===== src/rtl/irqs_pkg.sv =====
package irqs_pkg;
    parameter int WORD_W = 16;
    parameter int TYPE_W = 8;

    typedef enum logic [2:0] {
        ST_IDLE, ST_PSH_FL, ST_PSH_CS, ST_PSH_IP, ST_VEC_LO, ST_VEC_HI
    } seq_st_e;

    typedef struct packed {
        seq_st_e             st;
        logic [WORD_W-1:0]   sp;
        logic [WORD_W-1:0]   cs;
        logic [WORD_W-1:0]   ip;
        logic [WORD_W-1:0]   fl;
        logic [TYPE_W-1:0]   vtype;
        logic                done;
    } seq_regs_t;
endpackage


===== src/rtl/irqs_arb.sv =====
module irqs_arb #(
    parameter int TYPE_W   = 8,
    parameter int NMI_TYPE = 2,
    parameter int ILL_TYPE = 6,
    parameter int ESC_TYPE = 7
) (
    input  logic              exc_req,
    input  logic              exc_esc,
    input  logic              nmi_req,
    input  logic              sw_req,
    input  logic [TYPE_W-1:0] sw_type,
    input  logic              mask_req,
    input  logic [TYPE_W-1:0] mask_type,
    input  logic              int_en,
    output logic [3:0]        win,
    output logic [TYPE_W-1:0] win_type
);
    always_comb begin
        win      = 4'b0000;
        win_type = '0;
        if (exc_req) begin
            win      = 4'b0001;
            win_type = exc_esc ? TYPE_W'(ESC_TYPE) : TYPE_W'(ILL_TYPE);
        end else if (nmi_req) begin
            win      = 4'b0010;
            win_type = TYPE_W'(NMI_TYPE);
        end else if (sw_req) begin
            win      = 4'b0100;
            win_type = sw_type;
        end else if (mask_req && int_en) begin
            win      = 4'b1000;
            win_type = mask_type;
        end
    end
endmodule


===== src/rtl/irqs_ret.sv =====
module irqs_ret #(
    parameter int WORD_W = 16
) (
    input  logic              is_exc,
    input  logic              is_esc,
    input  logic              has_pfx,
    input  logic [WORD_W-1:0] insn_ip,
    input  logic [WORD_W-1:0] pfx_ip,
    input  logic [WORD_W-1:0] next_ip,
    output logic [WORD_W-1:0] ret_ip
);
    always_comb begin
        if (is_exc && is_esc) ret_ip = has_pfx ? pfx_ip : insn_ip;
        else                  ret_ip = next_ip;
    end
endmodule


===== src/rtl/irq_entry_seq.sv =====
module irq_entry_seq
    import irqs_pkg::*;
#(
    parameter int IF_BIT   = 9,
    parameter int TF_BIT   = 8,
    parameter int NMI_TYPE = 2,
    parameter int ILL_TYPE = 6,
    parameter int ESC_TYPE = 7
) (
    input  logic              clk,
    input  logic              rst_n,
    input  logic              exc_req,
    input  logic              exc_esc,
    input  logic              esc_has_pfx,
    input  logic              nmi_req,
    input  logic              sw_req,
    input  logic [TYPE_W-1:0] sw_type,
    input  logic              mask_req,
    input  logic [TYPE_W-1:0] mask_type,
    input  logic [WORD_W-1:0] cur_cs,
    input  logic [WORD_W-1:0] insn_ip,
    input  logic [WORD_W-1:0] pfx_ip,
    input  logic [WORD_W-1:0] next_ip,
    input  logic [WORD_W-1:0] cur_flags,
    input  logic [WORD_W-1:0] cur_sp,
    input  logic [WORD_W-1:0] mem_rdata,
    output logic [3:0]        grant,
    output logic              busy,
    output logic              mem_we,
    output logic              mem_re,
    output logic              mem_vec,
    output logic [WORD_W-1:0] mem_addr,
    output logic [WORD_W-1:0] mem_wdata,
    output logic              done,
    output logic [WORD_W-1:0] new_cs,
    output logic [WORD_W-1:0] new_ip,
    output logic [WORD_W-1:0] new_flags,
    output logic [WORD_W-1:0] new_sp
);
    localparam int PAD_W = WORD_W - TYPE_W - 2;
    localparam logic [WORD_W-1:0] STEP     = WORD_W'(2);
    localparam logic [WORD_W-1:0] CLR_MASK = ~((WORD_W'(1) << IF_BIT) | (WORD_W'(1) << TF_BIT));

    seq_regs_t         r_q, r_d;
    logic [3:0]        win;
    logic [TYPE_W-1:0] win_type;
    logic [WORD_W-1:0] ret_ip;
    logic [WORD_W-1:0] vec_base;
    logic              idle;

    irqs_arb #(
        .TYPE_W(TYPE_W), .NMI_TYPE(NMI_TYPE), .ILL_TYPE(ILL_TYPE), .ESC_TYPE(ESC_TYPE)
    ) u_arb (
        .exc_req(exc_req), .exc_esc(exc_esc), .nmi_req(nmi_req),
        .sw_req(sw_req), .sw_type(sw_type), .mask_req(mask_req),
        .mask_type(mask_type), .int_en(cur_flags[IF_BIT]),
        .win(win), .win_type(win_type)
    );

    irqs_ret #(.WORD_W(WORD_W)) u_ret (
        .is_exc(exc_req), .is_esc(exc_esc), .has_pfx(esc_has_pfx),
        .insn_ip(insn_ip), .pfx_ip(pfx_ip), .next_ip(next_ip),
        .ret_ip(ret_ip)
    );

    assign idle     = (r_q.st == ST_IDLE);
    assign vec_base = {{PAD_W{1'b0}}, r_q.vtype, 2'b00};

    always_comb begin
        r_d       = r_q;
        r_d.done  = 1'b0;
        mem_we    = 1'b0;
        mem_re    = 1'b0;
        mem_vec   = 1'b0;
        mem_addr  = '0;
        mem_wdata = '0;
        case (r_q.st)
            ST_IDLE: begin
                if (|win) begin
                    r_d.st    = ST_PSH_FL;
                    r_d.sp    = cur_sp;
                    r_d.cs    = cur_cs;
                    r_d.ip    = ret_ip;
                    r_d.fl    = cur_flags;
                    r_d.vtype = win_type;
                end
            end
            ST_PSH_FL: begin
                mem_we    = 1'b1;
                mem_addr  = r_q.sp - STEP;
                mem_wdata = r_q.fl;
                r_d.sp    = r_q.sp - STEP;
                r_d.st    = ST_PSH_CS;
            end
            ST_PSH_CS: begin
                mem_we    = 1'b1;
                mem_addr  = r_q.sp - STEP;
                mem_wdata = r_q.cs;
                r_d.sp    = r_q.sp - STEP;
                r_d.st    = ST_PSH_IP;
            end
            ST_PSH_IP: begin
                mem_we    = 1'b1;
                mem_addr  = r_q.sp - STEP;
                mem_wdata = r_q.ip;
                r_d.sp    = r_q.sp - STEP;
                r_d.fl    = r_q.fl & CLR_MASK;
                r_d.st    = ST_VEC_LO;
            end
            ST_VEC_LO: begin
                mem_re   = 1'b1;
                mem_vec  = 1'b1;
                mem_addr = vec_base;
                r_d.ip   = mem_rdata;
                r_d.st   = ST_VEC_HI;
            end
            ST_VEC_HI: begin
                mem_re   = 1'b1;
                mem_vec  = 1'b1;
                mem_addr = vec_base + STEP;
                r_d.cs   = mem_rdata;
                r_d.done = 1'b1;
                r_d.st   = ST_IDLE;
            end
            default: r_d.st = ST_IDLE;
        endcase
    end

    always_ff @(posedge clk or negedge rst_n) begin
        if (!rst_n) begin
            r_q    <= '0;
            r_q.st <= ST_IDLE;
        end else begin
            r_q <= r_d;
        end
    end

    assign grant     = idle ? win : 4'b0000;
    assign busy      = !idle;
    assign done      = r_q.done;
    assign new_cs    = r_q.cs;
    assign new_ip    = r_q.ip;
    assign new_flags = r_q.fl;
    assign new_sp    = r_q.sp;
endmodule


===== config.mk =====
export PLATFORM = sky130hd
export DESIGN_NAME = irq_entry_seq
export DESIGN_NICKNAME = d
export VERILOG_FILES = /design/src/rtl/irqs_pkg.sv /design/src/rtl/irqs_arb.sv /design/src/rtl/irqs_ret.sv /design/src/rtl/irq_entry_seq.sv
export SDC_FILE = /design/constraint.sdc
export NUM_CORES = 1
export LEC_CHECK = 0
export BUFFER_PORTS_ARGS = -buffer_cell sky130_fd_sc_hd__buf_2
export CORE_UTILIZATION = 51
export DETAILED_ROUTE_END_ITERATION = 16
export PLACE_DENSITY = 0.87
export REMOVE_ABC_BUFFERS = 1
export SYNTH_ARGS = -nofsm -noshare
export SYNTH_HDL_FRONTEND = slang
export SYNTH_SLANG_ARGS = --single-unit

===== constraint.sdc =====
create_clock -name clk -period 6.9 [get_ports clk]
set_input_delay 1.725 -clock clk [delete_from_list [all_inputs] [get_ports clk]]
set_output_delay 1.725 -clock clk [all_outputs]
set_load 0.01 [all_outputs]

==> results.yml, run 1 <==
cts:
  post_cts_buffers: 0
  cts_resized: 0
  cts_hold_buf: 0
  cts-root-buf: "clkbuf_8"
  cts_tree: "built"
  clk_path_buf_depth: 2
  cts_buffers: 9
  clkTransAtPathRegs_ps: 80
  cts_max_level: 3
  insertion_delay_ps: 340
  clock_sinks: 76
place:
  dp.cells: 842
  dp_hpwl_um: 11500
  port_buffers: 240
  place_congestion: 0.883
global_routing:
  overflow: 0
  grt_pass1_vias: 4878
  grt_pass1_wl_um: 24600
  grt_max_degree: 77
  grt_usage_pct: 31.6
  antenna_found_initial: 0
die:
  die_area_sq_um: 10200
  initial_core_util_pct: 53.4
  rows: 35
  core_sq_um: 9370
  ios: 241
  die_w_um: 101
  die_h_um: 101
worst_hold_path:
  hold_path_class: "flip-flop to flip-flop"
drt:
  drc_errors: 0
  wl_um: 16200
  detail_route.iter0.violations: 258
  ant_nets: 0
  drt-vias-per-instance: 5.89
  avgRoutedWirePerCell_um: 18.9
  first_pass_iters: 5
  vias: 5044
finish:
  insertedDiodeCount: 0
  final_layout_size_suffix_gt1_share_pct: 39.8
  area_delta_synth_final_pct: 19.6
  stdcell_count: 857
  n_fill_cell: 836
  nNetsFinal: 861
synth:
  ys_seq_area_share_pct: 38.0
  synth-simple-area-share_pct: 18.2
  synth_xor_area_share_pct: 1.75
  synth_top_family_by_area: "compound AO/OA/AOI/OAI gates"
  synth_fa_ha_area_share_pct: 0.250
  synth_area_sq_um: 5010
  yosys_warnings: 0
  yosys.area.top_type: "dfrtp_1"
  postSynthCellCount: 573
  syn_area_per_cell_sq_um: 8.74
  ys.flop_type: "dfrtp_1"
  netlist_top_cells_area: "dfrtp_1 38%, buf_4 9.7%, nand2_1 7.6%"
  synth_edf_count: 0
  synth-seq-cells: 76
  async_reset_ff_share_pct: 100
  synth_compound_area_share_pct: 20.9
  synth_top_area_share_pct: 38.0
  synth.area.mux_share_pct: 7.20
  synth_cell_types: 58
power_and_ir_drop:
  power.density_nw_per_um2: 496
  ir_drop_uv: 238
  p_leak_nw: 3.08
timing:
  timing.setup.tns_ps: 0
  holdWs_ps: 489
  finalSetupViolCount: 0
  tightest_slew_ps: 1000
  max_freq_mhz: 207
  rsz0062_at_grt: "no"
  slew_violations: 0
  slew-limit-headroom_pct: 32.5
  finalCriticalPeriod_ps: 4840
  final-hold-violation-count: 0
  fin_crit_sh_pct: 70.2
  clock_skew_ps: 11.1
worst_setup_path:
  critPathRequiredTime_ps: 5180
  worst-path-max-fanout: 9
  setup.worst_path.end_class: "primary output"
  arrival_ps: 3120
  start_kind: "primary input"
  critical_path_class: "primary input to primary output"
run_status:
  status: "completed"
flow_run:
  maxCapViolations: 0
## per-layer routing
metal,GRT usage [%],vias to the layer above,routed length (um)
met5,0,-,0
met4,12.8,0,344
met3,5.62,29,1400
met2,56.8,310,8170
met1,37.2,2425,6300
li1,-,2280,-
## report_power, final
group          internal (W)  total, W  switching, W
Clock              0.000221  0.000387      0.000166
Combinational      0.000688   0.00167      0.000986
Sequential         0.000670  0.000908      0.000238
## area by class of cell
class                   instances  area [sq um]  area share [%]
flip-flops and latches         76          1900            31.7
well taps                     129           161            2.69
clock buffers                  11           151            2.53
repair buffers                247          1260            21.0
clock inverters                 4          72.6            1.21
multi-input cells             385          2430            40.5
inverters                       5          18.8           0.313
## sequential cells by signal, indices dropped and copies added (netlist names)
| signal | flops |
|---|---|
| new_cs | 16 |
| r_q | 11 |
| new_ip | 16 |
| new_sp | 16 |
| new_flags | 16 |
| done | 1 |
## placed cells by master, fill, tap and decap left out, types with 8 or more instances in the layout
cell type,count
mux2_2,16
o21ai_0,15
a211oi_1,17
a22oi_1,34
dfrtp_1,76
buf_4,8
nor2_1,58
nand2_1,101
buf_2,239
a21oi_1,11
a221o_1,18
clkbuf_8,11
mux2i_1,18
## cells by family (layout without fill, tap and decap cells)
| group | count (synthesis) | in the layout |
|---|---|---|
| AOI/OAI and AO/OA | 137 | 137 |
| xor gates and xnor gates | 10 | 10 |
| adders and majority gates | 1 | 1 |
| buffers and inverters | 112 | 267 |
| DFF | 76 | 76 |
| and+or+nand+nor | 203 | 203 |
| muxes | 34 | 34 |
## Yosys cell counts (2+ instances only)
cell type and n:
o2bb2ai_1 2, nand2_1 101, nand3_1 4, dfrtp_1 76, clkbuf_1 27, a31oi_1 5, xor2_1 5, a21oi_1 11
buf_1 2, a22oi_1 34, buf_2 10, a221oi_1 6, or3_1 5, and2_1 3, a211oi_1 17, nor3b_1 3
mux2i_1 18, a221o_1 18, nor4_2 2, o22a_1 2, nor4_1 2, nor2_1 58, o22ai_1 6, a32oi_1 2
o31ai_1 2, nand4_1 2, nand2b_1 2, nor3_1 5, mux2_2 16, o21ai_0 15, nor2b_1 5, nor2_2 2
a21o_1 2, xnor2_1 5, buf_4 65, clkbuf_2 2, o2bb2a_1 4, o21ai_1 3, inv_1 5
## path summary, 6_finish.rpt
| kind | start | end | slack [ps] | depth (start not counted) |
|---|---|---|---|---|
| worst max-delay path | exc_req | grant[3] | 2060 | 4 |
| worst min-delay path | new_sp[0]$_DFFE_PN0P_ | new_sp[0]$_DFFE_PN0P_ | 490 | 2 |
| worst max register to register | r_q[73]$_DFFE_PN0P_ | r_q[6]$_DFFE_PN0P_ | 3790 | 5 |
| worst min register to register | new_sp[0]$_DFFE_PN0P_ | new_sp[0]$_DFFE_PN0P_ | 490 | 2 |
| max in group asynchronous | rst_n | r_q[1]$_DFFE_PN0P_ | 4710 | 1 |
| min in group asynchronous | rst_n | new_sp[10]$_DFFE_PN0P_ | 1540 | 1 |
## worst max-delay path, cell delays in order
cell and delay [ps]:
buf_2 170, nor4_1 880, nor2b_1 210, buf_2 140
## metrics by stage
step	total power, W	util (%)	setup WS [ps]	instance area (sq um)
CTS	0.00297	63.9	2090	5990
global placement	0.00253	61.5	2130	5770
detailed placement	0.00258	61.5	2090	5770
floorplan	0.00185	-	2530	4340
finish	0.00297	63.9	2060	5990
global route	0.00317	63.9	1970	5990
Note: power is estimated with default switching activity, not from simulation.
==> run 2: changes to the inputs <==
- CORE_UTILIZATION: 51 -> 47
- PLACE_DENSITY: 0.87 -> 0.81
- clock period: 6.9 -> 4.54 ns (I/O delays scaled with it)
==> run 2 against run 1 <==
Largest power group unchanged; critical path type is now flip-flop to primary output; non-clock buffer count rose by 4; clock power increased by 40%; cell count grew 1.4%; count of clock-buffer cells in the layout increased by 1; routed wire length fell by 1.7%; combinational power grew 50%; sequential share of layout area decreased by 0.093 points.
==> results.yml, run 2 (synthesis results as in run 1) <==
timing:
  clock_skew_ps: 10.9
  slew-limit-headroom_pct: 26.7
  final-hold-violation-count: 0
  fin_crit_sh_pct: 79.8
  finalCriticalPeriod_ps: 3620
  slew_violations: 0
  rsz0062_at_grt: "no"
  timing.setup.tns_ps: 0
  finalSetupViolCount: 0
  max_freq_mhz: 276
  tightest_slew_ps: 1100
drt:
  wl_um: 15900
  ant_nets: 0
  avgRoutedWirePerCell_um: 18.4
  drc_errors: 0
  detail_route.iter0.violations: 294
  vias: 4982
  first_pass_iters: 5
  drt-vias-per-instance: 5.73
finish:
  multi_input_area_sq_um: 2430
  area_delta_synth_final_pct: 20.0
  insertedDiodeCount: 0
  nNetsFinal: 865
  final_cell_area_sq_um: 6010
  final_common_cell: "buf_2"
  ff_latch_area_sq_um: 1900
  final_layout_size_suffix_gt1_share_pct: 40.1
  n_fill_cell: 940
  mostFrequentLayoutCells: "239 x buf_2, 101 x nand2_1, 76 x dfrtp_1"
worst_setup_path:
  setup.worst_path.end_class: "primary output"
  cp_slowest_cell: "dfrtp_1"
  start_kind: "flip-flop"
  worst-path-max-fanout: 16
  arrival_ps: 2490
  critical_path_class: "flip-flop to primary output"
  max_stage_delay_ps: 620
  cp_cell_sequence: "or2_2 > nand2_1 > inv_1 > nand2b_1 > mux2i_1 > buf_2"
  critPathRequiredTime_ps: 3400
global_routing:
  grt_max_degree: 77
  antenna_found_initial: 0
  grt_pass1_wl_um: 24800
  overflow: 0
  grt_usage_pct: 28.8
  grt_pass1_vias: 4836
die:
  die_area_sq_um: 11100
  die_h_um: 105
  die_w_um: 105
  rows: 37
  ios: 241
  initial_core_util_pct: 48.5
  core_sq_um: 10300
power_and_ir_drop:
  p_leak_nw: 3.09
  power.density_nw_per_um2: 741
  ir_drop_uv: 334
  power_w: 0.00445
cts:
  cts_tree: "built"
  cts_max_level: 3
  clkTransAtPathRegs_ps: 90
  cts_resized: 0
  clk_path_buf_depth: 2
  clock_sinks: 76
  post_cts_buffers: 0
  cts-root-buf: "clkbuf_8"
  cts_hold_buf: 0
  cts_buffers: 9
  insertion_delay_ps: 350
place:
  dp_hpwl_um: 11400
  place_congestion: 0.823
  place_area_sq_um: 5810
  port_buffers: 240
worst_hold_path:
  hold_path_class: "flip-flop to flip-flop"
flow_run:
  maxCapViolations: 0
run_status:
  status: "completed"
run 2: cell count changes in the layout (fill, tap and decap cells not counted), sizes merged:
| cell | delta |
|---|---|
| buf | +4 |
| bufinv | -1 |
| clkbuf | +1 |
| clkinv | +1 |
run 2: final cells by class:
| type | count | share of cell area, % |
|---|---|---|
| multi-input cells | 385 | 40.4 |
| well taps | 136 | 2.83 |
| flip-flops and latches | 76 | 31.7 |
| clock buffers | 12 | 2.58 |
| clock inverters | 4 | 0.791 |
| inverters | 5 | 0.312 |
| repair buffers | 251 | 21.4 |
run 2: worst paths after layout:
kind | from | endpoint | slack (ps) | cells past startpoint
setup / recovery | r_q[73]$_DFFE_PN0P_ | mem_addr[13] | 920 | 6
hold / removal | r_q[2]$_DFFE_PN0P_ | r_q[2]$_DFFE_PN0P_ | 500 | 2
setup reg to reg | r_q[75]$_DFFE_PN0P_ | new_ip[6]$_DFFE_PN0P_ | 1370 | 5
hold reg to reg | r_q[2]$_DFFE_PN0P_ | r_q[2]$_DFFE_PN0P_ | 500 | 2
max in group asynchronous | rst_n | new_ip[5]$_DFFE_PN0P_ | 2940 | 1
min in group asynchronous | rst_n | new_sp[11]$_DFFE_PN0P_ | 930 | 1
run 2: power breakdown:
group / switching, W / leakage [nW] / internal, W
sequential: 0.000380 / 0.925 / 0.00102
clock: 0.000260 / 0.102 / 0.000283
combinational: 0.00146 / 2.06 / 0.00106
run 2: through the flow:
stage	hold WS (ps)	setup slack, ps	util, %	std cells
finish	498	916	58.2	869
global route	516	615	58.2	869
CTS	496	911	58.2	869
detailed placement	476	1130	56.2	853
global placement	468	1210	56.2	853
floorplan	446	1230	-	466
run 2: metal layers:
layer	up-vias	track usage (%)	part of all wire [%]
li1	2292	-	-
met3	35	5.38	7.4
met4	0	12.5	2.4
met1	2367	35.8	41
met5	-	0	0
met2	288	48.9	49
run 2: worst max-delay path, delay by kind of cell (launching register included):
| kind | cells | cell delay [ps] |
|---|---|---|
| muxes | 1 | 190 |
| DFF | 1 | 620 |
| buffers and inverters | 2 | 500 |
| and+or+nand+nor | 3 | 850 |
==> run 3: changes to the inputs <==
- CORE_UTILIZATION: 47 -> 43
- PLACE_DENSITY: 0.81 -> 0.78
- clock period: 4.54 -> 3.04 ns (I/O delays scaled with it)
==> run 3 against run 2 <==
Routed wire length down 0.12%; design area increased by 5.3%; utilization fell by 2.6 points; register-to-register slack worse by 970 ps; via count stayed put; critical path type unchanged; highest routed layer unchanged.
==> results.yml, run 3 (synthesis results as in run 1) <==
finish:
  final_common_cell: "buf_2"
  stdcell_count: 893
  insertedDiodeCount: 0
  final_layout_size_suffix_gt1_share_pct: 43.1
  post-route-util_pct: 55.6
  mostFrequentLayoutCells: "239 x buf_2, 101 x nand2_1, 73 x dfrtp_1"
  area_delta_synth_final_pct: 26.3
  nNetsFinal: 882
worst_setup_path:
  cp-startpoint: "new_sp[1]$_DFFE_PN0P_"
  arrival_ps: 2210
  critPathRequiredTime_ps: 2280
  r2r_start: "r_q[73]$_DFFE_PN0P_"
  crit_family: "simple AND/OR/NAND/NOR gates"
  cp_cell_sequence: "inv_2 > ha_4 > or3b_4 > or3_2 > a22oi_2 > o21ai_0 > buf_2"
  endpoint: "mem_addr[7]"
  max_stage_delay_ps: 460
  setup.worst_path.end_class: "primary output"
  rrSetupSlack_ps: 400
  worstReg2RegEnd: "new_ip[0]$_DFFE_PN0P_"
  rr_worst_depth: 5
  start_kind: "flip-flop"
  worst-path-max-fanout: 5
  cp_slowest_cell: "or3_2"
  cp.depth: 7
  worst-path-buf-inv: 2
  critical_path_class: "flip-flop to primary output"
timing:
  finalCriticalPeriod_ps: 2970
  fin_crit_sh_pct: 97.8
  tightest_slew_ps: 1100
  rsz0062_at_grt: "yes"
  slew_violations: 0
  finalSetupViolCount: 0
  holdWs_ps: 401
  clock_skew_ps: 6.63
  final-hold-violation-count: 0
  max_freq_mhz: 336
  slew-limit-headroom_pct: 26.8
cts:
  cts-root-buf: "clkbuf_16"
  cts_max_level: 3
  clkTransAtPathRegs_ps: 60
  cts_buffers: 9
  insertion_delay_ps: 340
  clock_sinks: 76
  clk_path_buf_depth: 2
  cts_tree: "built"
worst_hold_path:
  hold_path_class: "primary input to asynchronous set/reset pin"
die:
  die_h_um: 110
  die_w_um: 110
  initial_core_util_pct: 44.0
  die_area_sq_um: 12100
  rows: 39
  core_sq_um: 11400
  ios: 241
drt:
  wl_um: 15900
  detail_route.iter0.violations: 349
  ant_nets: 0
  drc_errors: 0
  vias: 4982
  drt-vias-per-instance: 5.58
  first_pass_iters: 5
  avgRoutedWirePerCell_um: 17.8
power_and_ir_drop:
  ir_drop_uv: 622
  power.density_nw_per_um2: 1140
  p_leak_nw: 3.24
place:
  place_congestion: 0.917
  port_buffers: 240
  dp_hpwl_um: 11200
  dp.cells: 873
global_routing:
  grt_max_degree: 77
  grt_pass1_vias: 4640
  overflow: 0
  grt_usage_pct: 26.4
  grt_pass1_wl_um: 23700
  antenna_found_initial: 1
run_status:
  status: "completed"
flow_run:
  maxCapViolations: 0
run 3: area by class of cell:
class	count	area (sq um)
fill	1053	5040
multi-input combinational	385	2460
timing repair buffer	268	1430
inverter	5	18.8
clock buffer	12	267
tap	143	179
clock inverter	4	70.1
sequential	76	1910
run 3: per-layer routing:
| layer | GRT usage (%) | vias up | share of wire (%) |
|---|---|---|---|
| met2 | 45.2 | 253 | 50 |
| met5 | 0 | - | 0 |
| met1 | 31.1 | 2367 | 39 |
| met4 | 11.7 | 0 | 2.4 |
| met3 | 6.46 | 33 | 8.7 |
| li1 | - | 2329 | - |
run 3: through the flow:
stage	setup WS [ps]	total power [W]	cell area (sq um)	TNS (ps)
floorplan	109	0.00420	4340	0
global placement	314	0.00585	5920	0
detailed placement	245	0.00592	5920	0
CTS	2.09	0.00718	6280	0
global route	-10.2	0.00778	6330	-14.9
finish	67.6	0.00723	6330	0
run 3: where the power goes:
group          internal, W  switching [W]
logic              0.00172        0.00225
registers          0.00153       0.000513
clock network     0.000783       0.000427
total              0.00404        0.00319
run 3: how the worst min path moves through the flow:
stage	from	end	slack, ps
final	rst_n	new_ip[7]$_DFFE_PN0P_	400
after global routing	rst_n	new_sp[2]$_DFFE_PN0P_	460
after CTS	rst_n	new_sp[5]$_DFFE_PN0P_	450
after detailed placement	r_q[2]$_DFFE_PN0P_	r_q[2]$_DFFE_PN0P_	470
after global placement	r_q[3]$_DFFE_PN0P_	r_q[3]$_DFFE_PN0P_	460
after floorplan	r_q[3]$_DFFE_PN0P_	r_q[3]$_DFFE_PN0P_	450
run 3: what timing repair did:
item,CTS,global route
hold buffers,0,0
endpoints found under the setup margin,1,17
buffers inserted,1,3
resized for setup,5,7
